===== src/rtl/ddr2_init_pkg.sv =====
package ddr2_init_pkg;

  typedef enum logic [3:0] {
    S_IDLE, S_STABLE, S_CKE, S_PALL1, S_EMRS2, S_EMRS3, S_EMRS1_DLL,
    S_MRS_RST, S_PALL2, S_REF, S_MRS_RUN, S_OCD_DFLT, S_OCD_EXIT, S_READY
  } state_e;

  typedef struct packed {
    logic cs_n;
    logic ras_n;
    logic cas_n;
    logic we_n;
  } cmd_t;

  localparam cmd_t CMD_NOP = 4'b0111;
  localparam cmd_t CMD_PRE = 4'b0010;
  localparam cmd_t CMD_MRS = 4'b0000;
  localparam cmd_t CMD_REF = 4'b0001;

endpackage


===== src/rtl/ddr2_init_timer.sv =====
module ddr2_init_timer #(
  parameter int W = 16
) (
  input  logic         clk_i,
  input  logic         rst_ni,
  input  logic         load_i,
  input  logic [W-1:0] val_i,
  output logic         zero_o
);
  logic [W-1:0] cnt_q;

  always_ff @(posedge clk_i or negedge rst_ni) begin
    if (!rst_ni)              cnt_q <= '0;
    else if (load_i)          cnt_q <= val_i;
    else if (cnt_q != '0)     cnt_q <= cnt_q - 1'b1;
  end

  assign zero_o = (cnt_q == '0);
endmodule


===== src/rtl/ddr2_init_cmd_enc.sv =====
module ddr2_init_cmd_enc
  import ddr2_init_pkg::*;
#(
  parameter int BL      = 4,
  parameter int BT      = 0,
  parameter int CL      = 5,
  parameter int WR      = 4,
  parameter int AL      = 0,
  parameter int PD_SLOW = 0
) (
  input  state_e      state_i,
  output cmd_t        cmd_o,
  output logic [2:0]  ba_o,
  output logic [13:0] addr_o
);
  localparam logic [2:0] BL_CODE = (BL == 8) ? 3'd3 : 3'd2;

  function automatic logic [13:0] main_word(logic dll_rst);
    return {1'b0, 1'(PD_SLOW), 3'(WR - 1), dll_rst, 1'b0, 3'(CL), 1'(BT), BL_CODE};
  endfunction

  function automatic logic [13:0] ext1_word(logic [2:0] ocd);
    return {4'b0, ocd, 1'b0, 3'(AL), 3'b0};
  endfunction

  always_comb begin
    cmd_o  = CMD_NOP;
    ba_o   = 3'd0;
    addr_o = '0;
    unique case (state_i)
      S_PALL1, S_PALL2: begin cmd_o = CMD_PRE; addr_o[10] = 1'b1; end
      S_EMRS2:     begin cmd_o = CMD_MRS; ba_o = 3'd2; end
      S_EMRS3:     begin cmd_o = CMD_MRS; ba_o = 3'd3; end
      S_EMRS1_DLL: begin cmd_o = CMD_MRS; ba_o = 3'd1; addr_o = ext1_word(3'b000); end
      S_MRS_RST:   begin cmd_o = CMD_MRS; addr_o = main_word(1'b1); end
      S_REF:       cmd_o = CMD_REF;
      S_MRS_RUN:   begin cmd_o = CMD_MRS; addr_o = main_word(1'b0); end
      S_OCD_DFLT:  begin cmd_o = CMD_MRS; ba_o = 3'd1; addr_o = ext1_word(3'b111); end
      S_OCD_EXIT:  begin cmd_o = CMD_MRS; ba_o = 3'd1; addr_o = ext1_word(3'b000); end
      default: ;
    endcase
  end
endmodule


===== src/rtl/ddr2_init_seq.sv =====
module ddr2_init_seq
  import ddr2_init_pkg::*;
#(
  parameter int CLK_PERIOD_PS = 8000,
  parameter int T_STABLE_PS   = 200_000_000,
  parameter int T_CKE_PS      = 400_000,
  parameter int T_RP_PS       = 12_500,
  parameter int T_RFC_PS      = 127_500,
  parameter int MRD_CK        = 2,
  parameter int OCD_GAP_CK    = 200,
  parameter int N_REF         = 2,
  parameter int BL            = 4,
  parameter int BT            = 0,
  parameter int CL            = 5,
  parameter int WR            = 4,
  parameter int AL            = 0,
  parameter int PD_SLOW       = 0
) (
  input  logic        clk_i,
  input  logic        rst_ni,
  input  logic        start_i,
  output logic        cke_o,
  output logic        odt_o,
  output logic        cs_no,
  output logic        ras_no,
  output logic        cas_no,
  output logic        we_no,
  output logic [2:0]  ba_o,
  output logic [13:0] addr_o,
  output logic        ready_o
);
  localparam int STABLE_CK = (T_STABLE_PS + CLK_PERIOD_PS - 1) / CLK_PERIOD_PS;
  localparam int CKE_CK    = (T_CKE_PS + CLK_PERIOD_PS - 1) / CLK_PERIOD_PS;
  localparam int RP_CK     = (T_RP_PS + CLK_PERIOD_PS - 1) / CLK_PERIOD_PS;
  localparam int RFC_CK    = (T_RFC_PS + CLK_PERIOD_PS - 1) / CLK_PERIOD_PS;
  // spacing after the normal mode write that also meets the OCD window
  localparam int OCD_REST  = OCD_GAP_CK - RP_CK - N_REF * RFC_CK;
  localparam int RUN_CK    = (OCD_REST > MRD_CK) ? OCD_REST : MRD_CK;
  localparam int TW        = $clog2(STABLE_CK + 1);
  localparam int RCW       = (N_REF > 1) ? $clog2(N_REF) : 1;

  state_e      state_q, nxt_state;
  cmd_t        cmd_q, enc_cmd;
  logic [2:0]  ba_q, enc_ba;
  logic [13:0] addr_q, enc_addr;
  logic        cke_q, ready_q, tmr_zero, busy, start_go, adv, tmr_load;
  logic [TW-1:0]  tmr_val;
  logic [RCW-1:0] ref_cnt_q;

  function automatic logic [TW-1:0] wait_m1(state_e s);
    case (s)
      S_STABLE:                     return TW'(STABLE_CK - 1);
      S_CKE:                        return TW'(CKE_CK - 1);
      S_PALL1, S_PALL2:             return TW'(RP_CK - 1);
      S_REF:                        return TW'(RFC_CK - 1);
      S_MRS_RUN:                    return TW'(RUN_CK - 1);
      S_READY, S_IDLE:              return '0;
      default:                      return TW'(MRD_CK - 1);
    endcase
  endfunction

  assign busy     = (state_q != S_IDLE) && (state_q != S_READY);
  assign start_go = !busy && start_i;
  assign adv      = busy && tmr_zero;
  assign tmr_load = start_go || adv;
  assign tmr_val  = start_go ? TW'(STABLE_CK - 1) : wait_m1(nxt_state);

  always_comb begin
    nxt_state = state_q;
    unique case (state_q)
      S_STABLE:    nxt_state = S_CKE;
      S_CKE:       nxt_state = S_PALL1;
      S_PALL1:     nxt_state = S_EMRS2;
      S_EMRS2:     nxt_state = S_EMRS3;
      S_EMRS3:     nxt_state = S_EMRS1_DLL;
      S_EMRS1_DLL: nxt_state = S_MRS_RST;
      S_MRS_RST:   nxt_state = S_PALL2;
      S_PALL2:     nxt_state = S_REF;
      S_REF:       nxt_state = (ref_cnt_q == RCW'(N_REF - 1)) ? S_MRS_RUN : S_REF;
      S_MRS_RUN:   nxt_state = S_OCD_DFLT;
      S_OCD_DFLT:  nxt_state = S_OCD_EXIT;
      S_OCD_EXIT:  nxt_state = S_READY;
      default:     nxt_state = state_q;
    endcase
  end

  ddr2_init_timer #(.W(TW)) i_timer (
    .clk_i  (clk_i),
    .rst_ni (rst_ni),
    .load_i (tmr_load),
    .val_i  (tmr_val),
    .zero_o (tmr_zero)
  );

  ddr2_init_cmd_enc #(
    .BL(BL), .BT(BT), .CL(CL), .WR(WR), .AL(AL), .PD_SLOW(PD_SLOW)
  ) i_enc (
    .state_i (nxt_state),
    .cmd_o   (enc_cmd),
    .ba_o    (enc_ba),
    .addr_o  (enc_addr)
  );

  always_ff @(posedge clk_i or negedge rst_ni) begin
    if (!rst_ni) begin
      state_q   <= S_IDLE;
      cmd_q     <= CMD_NOP;
      ba_q      <= '0;
      addr_q    <= '0;
      cke_q     <= 1'b0;
      ready_q   <= 1'b0;
      ref_cnt_q <= '0;
    end else begin
      cmd_q  <= CMD_NOP;
      ba_q   <= '0;
      addr_q <= '0;
      if (start_go) begin
        state_q <= S_STABLE;
        cke_q   <= 1'b0;
        ready_q <= 1'b0;
      end else if (adv) begin
        state_q <= nxt_state;
        cmd_q   <= enc_cmd;
        ba_q    <= enc_ba;
        addr_q  <= enc_addr;
        if (nxt_state == S_CKE)   cke_q   <= 1'b1;
        if (nxt_state == S_READY) ready_q <= 1'b1;
        if (nxt_state == S_REF)
          ref_cnt_q <= (state_q == S_REF) ? ref_cnt_q + 1'b1 : '0;
      end
    end
  end

  assign {cs_no, ras_no, cas_no, we_no} = cmd_q;
  assign ba_o    = ba_q;
  assign addr_o  = addr_q;
  assign cke_o   = cke_q;
  assign odt_o   = 1'b0;
  assign ready_o = ready_q;

  // ---- assertion support: spacing observed at the ports ----
  localparam int AW = 16;
  localparam logic [AW-1:0] MRD_W = AW'(MRD_CK);
  localparam logic [AW-1:0] RFC_W = AW'(RFC_CK);
  localparam logic [AW-1:0] OCD_W = AW'(OCD_GAP_CK);

  logic          cmd_issue, last_mode_q, last_ref_q;
  logic [AW-1:0] gap_q, since_pre_q;

  assign cmd_issue = ({cs_no, ras_no, cas_no, we_no} != 4'b0111);

  always_ff @(posedge clk_i or negedge rst_ni) begin
    if (!rst_ni) begin
      gap_q       <= '0;
      since_pre_q <= '0;
      last_mode_q <= 1'b0;
      last_ref_q  <= 1'b0;
    end else begin
      if (cmd_issue) begin
        gap_q       <= AW'(1);
        last_mode_q <= ({cs_no, ras_no, cas_no, we_no} == 4'b0000);
        last_ref_q  <= ({cs_no, ras_no, cas_no, we_no} == 4'b0001);
      end else if (gap_q != '1) gap_q <= gap_q + 1'b1;
      if (cmd_issue && {cs_no, ras_no, cas_no, we_no} == 4'b0010) since_pre_q <= AW'(1);
      else if (since_pre_q != '1) since_pre_q <= since_pre_q + 1'b1;
    end
  end

  AST_STABLE_CKE_LOW: assert property (@(posedge clk_i) disable iff (!rst_ni)
    state_q == S_STABLE |-> !cke_o && !cmd_issue);
  AST_CMD_THEN_NOP: assert property (@(posedge clk_i) disable iff (!rst_ni)
    cmd_issue |=> !cmd_issue);
  AST_MRD_GAP: assert property (@(posedge clk_i) disable iff (!rst_ni)
    cmd_issue && last_mode_q |-> gap_q >= MRD_W);
  AST_RFC_GAP: assert property (@(posedge clk_i) disable iff (!rst_ni)
    cmd_issue && last_ref_q |-> gap_q >= RFC_W);
  AST_OCD_WINDOW: assert property (@(posedge clk_i) disable iff (!rst_ni)
    cmd_issue && ba_o == 3'd1 && addr_o[9:7] == 3'b111 |-> since_pre_q >= OCD_W);
  AST_READY_HOLD: assert property (@(posedge clk_i) disable iff (!rst_ni)
    ready_o && !start_i |=> ready_o);
  AST_READY_QUIET: assert property (@(posedge clk_i) disable iff (!rst_ni)
    ready_o |-> !cmd_issue && cke_o);
endmodule


===== config.mk =====
export PLATFORM = sky130hd
export DESIGN_NAME = ddr2_init_seq
export DESIGN_NICKNAME = d
export VERILOG_FILES = /design/src/rtl/ddr2_init_pkg.sv /design/src/rtl/ddr2_init_timer.sv /design/src/rtl/ddr2_init_cmd_enc.sv /design/src/rtl/ddr2_init_seq.sv
export SDC_FILE = /design/constraint.sdc
export NUM_CORES = 1
export LEC_CHECK = 0
export ABC_CLOCK_PERIOD_IN_PS = 6400
export BUFFER_PORTS_ARGS = -buffer_cell sky130_fd_sc_hd__clkbuf_2
export CAP_MARGIN = 20
export CORE_ASPECT_RATIO = 1.5
export CORE_UTILIZATION = 40
export DETAILED_ROUTE_END_ITERATION = 8
export GPL_ROUTABILITY_DRIVEN = 0
export PLACE_DENSITY = 0.64
export SYNTH_ARGS = -nofsm -noshare
export SYNTH_HDL_FRONTEND = slang
export SYNTH_SLANG_ARGS = --single-unit

===== constraint.sdc =====
create_clock -name clk_i -period 6.4 [get_ports clk_i]
set_input_delay 1.6 -clock clk_i [delete_from_list [all_inputs] [get_ports clk_i]]
set_output_delay 1.6 -clock clk_i [all_outputs]
set_load 0.01 [all_outputs]

-- After elaboration in Yosys (flattened, before gate mapping)
Memories as Yosys holds them, arrays and structs flattened.
Index checks and enable logic that the tools add are counted.
- bitwise logic cells: 1
- add/subtract/negate cells: 2
- equality and inequality tests: 25
- reductions and logical operators: 19
- muxes and demuxes: 24
- operators with widths (kind ; count):
    4-bit case mux with 12 select lines ; 1
    15-bit 2-to-1 mux ; 3
    4-bit == test, second input constant ; 11
    4-bit by 3-bit == test with 1-bit output, second input constant ; 8
    10-bit case mux with 3 select lines ; 1
    11-bit 2-to-1 mux ; 2
    4-bit by 2-bit == test with 1-bit output, second input constant ; 4
    4-bit 2-to-1 mux ; 4
    15-bit zero test ; 1
    15-bit nonzero test ; 1
    15-bit by 1-bit subtractor with 15-bit output, second input constant ; 1
    3-bit case mux with 3 select lines ; 1
    1-bit 2-to-1 mux ; 8
    2-bit nonzero test ; 4
    7-bit OR reduction ; 1
    3-bit 2-to-1 mux ; 2
    2-bit case mux with 3 select lines ; 1
    4-bit by 1-bit == test with 1-bit output, second input constant ; 1
    4-bit inequality test, second input constant ; 1
    2-bit AND reduction ; 2
    4-bit nonzero test ; 1
    4-bit OR reduction ; 1
    1-bit logical AND ; 3
    3-bit AND reduction ; 1
    other kinds (7) ; 7
- output and inout port bits: 24
- ROM bits: 160
- register bits after elaboration: 43
- memories kept: 1
- memories (memory ; depth ; width ; rd ports ; clocked after memory_dff ; wr ports ; RTL line ; RTL):
    (no name shown) ; 16 ; 10 ; 1 ; 0 ; 0 ; ddr2_init_seq.sv:51 ; case (s)

-- Logic depth before layout (Yosys ltp)
- word-level depth: 7
- mapped depth: 10
- gate-level depth less buffers: 9

-- Cells and area by module
A second synthesis with hierarchy kept.
- cell total of the unflattened synthesis: 251
- area, all modules: 2591.2 µm²
- by module, submodules not included (module ; instances ; cells an instance ; seq. area each (µm²) ; area each (µm²)):
    ddr2_init_seq ; 1 ; 134 ; 704.4 ; 1485.2
    ddr2_init_timer ; 1 ; 79 ; 375.4 ; 829.5
    ddr2_init_cmd_enc ; 1 ; 38 ; 0.0 ; 276.5

-- Least setup slack after synthesis
No wires, ideal clock.
- path type: register to register
- start: register state_q[1]
- end: register ref_cnt_q
- cell stages (with the launch flop): 9
- slack: 3996 ps
- clock period less this slack: 2404 ps
- buffers on the path: 2
- arrival time: 2280 ps
- library setup time: 125 ps
- cells stage by stage: dfrtp_1 -> buf_2 -> buf_1 -> nor3_1 -> a211oi_1 -> ha_1 -> inv_1 -> nor4_1 -> mux2_2
- longest elaborated chain between the ends: 6
- elaborated cells on any way between the ends: 23
- RTL lines (element ; RTL line ; RTL):
    from (decl) ; ddr2_init_seq.sv:42 ; state_e state_q, nxt_state;
    from (signal assigned) ; ddr2_init_seq.sv:122 ; state_q <= nxt_state;
    parallel branches: the longest is 6 deep, another holds 4-bit case mux with 12 select lines ; -- ;
    to (signal assigned) ; ddr2_init_seq.sv:129 ; ref_cnt_q <= (state_q == S_REF) ? ref_cnt_q + 1'b1 : '0;
    to (decl) ; ddr2_init_seq.sv:48 ; logic [RCW-1:0] ref_cnt_q;
Parallel ways; which one is timed is not known.
A chain may end at the register's enable or synchronous reset.

-- Worst setup path in the final report
- start: register state_q[3]
- end: register cmd_q, in the netlist ras_no
- longest elaborated chain between the ends: 7
- elaborated cells on any way between the ends: 34
- RTL lines (element ; RTL line ; RTL):
    4-bit == test (tied with other cells) ; ddr2_init_seq.sv:70 ; unique case (state_q)
    4-bit case mux with 12 select lines ; ddr2_init_seq.sv:70 ;
    4-bit by 3-bit == test with 1-bit output (tied with other cells) ; ddr2_init_cmd_enc.sv:30 ; unique case (state_i)
    7-bit OR reduction (no line) or 2-bit OR reduction (tied branches) ; -- ;
    3-bit case mux with 3 select lines ; ddr2_init_cmd_enc.sv:30 ;
    4-bit 2-to-1 mux ; ddr2_init_seq.sv:121 ; end else if (adv) begin
    4-bit 2-to-1 mux * ; ddr2_init_seq.sv:117 ; if (start_go) begin
    to (signal assigned) ; ddr2_init_seq.sv:123 ; cmd_q <= enc_cmd;
    to (decl) ; ddr2_init_seq.sv:43 ; cmd_t cmd_q, enc_cmd;
Every way passes the cells marked *; elsewhere a longest branch is shown, timed or not.

==> reports/metrics.cfg <==
[global_routing]
antenna_found_initial=0
overflow=0
grt_pass1_vias=1649
track_usage_pct=19.4
grt_max_degree=33
grt_pass1_wl_um=7870

[clocking]
ctsHoldBuffers=0
cts_tree=yes
cts_root_buffer=clkbuf_8
h-tree-depth=2
cts_resized=0
cts_setup_buffers=0
clockBufferDepth=2
path_clk_slew_ns=0.06
cts.sinks=32
cts_buffers=5
worstSkewPairLatency_ns=0.28

[floorplanning]
rows=31
core_area_um2=4930
die_area_um2=5490
num_io_pins=27
start_util_pct=42.1
fp.dieW_um=60.8
die_y_um=90.2

[setup_path]
r2r-end=ras_no
cp_max_fo=25
worst-endpoint-required_ns=6.58
cp-start-kind=register
critPathCaptureType=register
rr_worst_depth=7
r2r_start=state_q[3]
critPathKind=register to register
ff2ff_setup_slack_ns=3.54
arrival_ns=3.05

[logic_synthesis]
netlist_area_um2=2080
synth_top_family_by_area=compound AO/OA/AOI/OAI gates
synthAdderAreaFrac_pct=3.01
ys_warn_count=0
ys_ff_latch=32
synth_edf_count=0
synth_compound_area_share_pct=21.6
synthXorXnorAreaFrac_pct=3.38
synth_seq_area_share_pct=38.8
ys.flop_type=dfrtp_1
netlist-cell-type-count=59
synthMuxAreaShare_pct=3.56
syn_inst=221
synthArstFlopShare_pct=100
synth_simple_gate_area_share_pct=20.4
syn_area_per_cell_um2=9.39

[placement]
dp_hpwl_um=3320
portBuffers=16
dp_slack_ns=3.41

[route]
drt_iter0_markers=40
drtAntennaViolNets=0
routedWlPerCell_um=15.7
dr.pass1.iters=4
drt_wl_total_um=4650
vias=1688
drt_drc_violations_left=0
routed_via_density=5.68

[timing]
setup_violations=0
finalMaxSlewViolations=0
maxSlewHeadroom_pct=46.1
holdWs_ns=0.511
max_freq_mhz=349
tightest_slew_ns=0.808
hold_violations=0
min_period_over_period_pct=44.7
fin_crit_ns=2.86
setup_tns_ns=0
finalWorstSetupSlack_ns=3.54
rsz0062_at_grt=false
fin_skew_ns=0.00651

[pwr]
vdd_ir_drop_max_mv=0.127
p_per_area_nw_per_um2=262
total_power_mw=0.578
p_leak_nw=0.912

[cells_and_area]
areaGrowthSynthToFinish_pct=6.15
drive_above_1_share_pct=18.6
final_common_cell=dfrtp_1
nets=238
mostFrequentLayoutCells=dfrtp_1 (29), a21oi_1 (18), nor2_1 (16), clkbuf_2 (16), nand2_1 (15)
antennaDiodeCount=0

[worst_hold_path]
whs_endpoint=ready_o
hold_start=ready_o
hp-class=register to register
min_path_cells=2

[flow_run]
drv_cap=0

[status]
status=finished, final reports clean

==> synth_stat cells (all sizes together) (3+ instances only) <==
library cell | count | share of area (%)
a211oi | 4 | 1.9
a21o | 6 | 2.3
a21oi | 19 | 5.1
a31oi | 3 | 0.90
buf | 23 | 7.7
dfrtp | 29 | 35
dfstp | 3 | 3.8
ha | 5 | 3.0
inv | 8 | 1.4
mux2 | 3 | 1.6
mux2i | 4 | 1.9
nand2 | 16 | 3.3
nand2b | 4 | 1.2
nand3 | 6 | 1.4
nand4 | 3 | 0.90
nor2 | 16 | 2.9
nor3 | 8 | 1.9
nor4 | 5 | 2.4
o211ai | 3 | 1.1
o21ai | 9 | 2.2
o31ai | 5 | 1.8
or3 | 4 | 1.7
or4 | 3 | 1.1
xor2 | 7 | 3.0
==> through the flow <==
step | cells | instance area, um^2 | utilization (%)
2_1_floorplan | 230 | 2110 | -
3_3_place_gp | 289 | 2110 | 42.9
3_5_place_dp | 289 | 2110 | 42.9
4_1_cts | 297 | 2200 | 44.7
5_1_grt | 297 | 2200 | 44.7
6_report | 297 | 2200 | 44.7
==> logic make-up (layout without fill, tap and decap cells) <==
kind of cell / Yosys count / in the layout
and+or+nand+nor: 74 / 74
AOI/OAI and AO/OA: 63 / 63
DFF: 32 / 32
buffers and inverters: 31 / 32
xor gates and xnor gates: 8 / 8
muxes: 7 / 7
adders and majority gates: 5 / 5
other: 1 / 10
==> sequential cells by signal, summed over array words and instances (netlist names) <==
name	cells
we_no	1
addr_o	5
i_timer.cnt_q	15
state_q	4
ba_o	2
ready_o	1
ras_no	1
cas_no	1
ref_cnt_q	1
cke_o	1
==> layout make-up <==
class,instances,area [um^2]
clock buffers,8,90.1
fillers,508,2720
inverters,8,30.0
well taps,66,82.6
flip-flops and latches,32,805
multi-input cells,167,1120
repair buffers,16,80.1
==> critical path: stages (launching register included) <==
cell	delay (ns)
dfrtp_1	0.84
a21boi_0	0.24
a211oi_1	0.46
inv_1	0.14
ha_1	0.32
o2111ai_1	0.29
o31ai_1	0.16
o31ai_1	0.31
==> layer usage <==
layer,global-route usage [%],wire length (um)
met2,31.5,2470
met1,23.7,1880
met3,3.45,140
met5,0,0
met4,9.85,158
==> where the power goes <==
part | total (mW) | switching (mW) | internal (mW)
Combinational | 0.150 | 0.0833 | 0.0669
Clock | 0.158 | 0.0709 | 0.0876
Sequential | 0.269 | 0.0408 | 0.228
Total | 0.578 | 0.195 | 0.383
==> worst max path at each step <==
stage | start | end | slack, ns | cells past startpoint
after floorplan | state_q[1] | ref_cnt_q | 4.00 | 8
after global placement | start_i | i_timer.cnt_q[2] | 3.39 | 5
after detailed placement | start_i | i_timer.cnt_q[2] | 3.41 | 5
after CTS | state_q[3] | ref_cnt_q | 3.60 | 6
after global routing | state_q[3] | we_no | 3.17 | 7
final | state_q[3] | ras_no | 3.54 | 7
(Power assumes the default switching activity.)
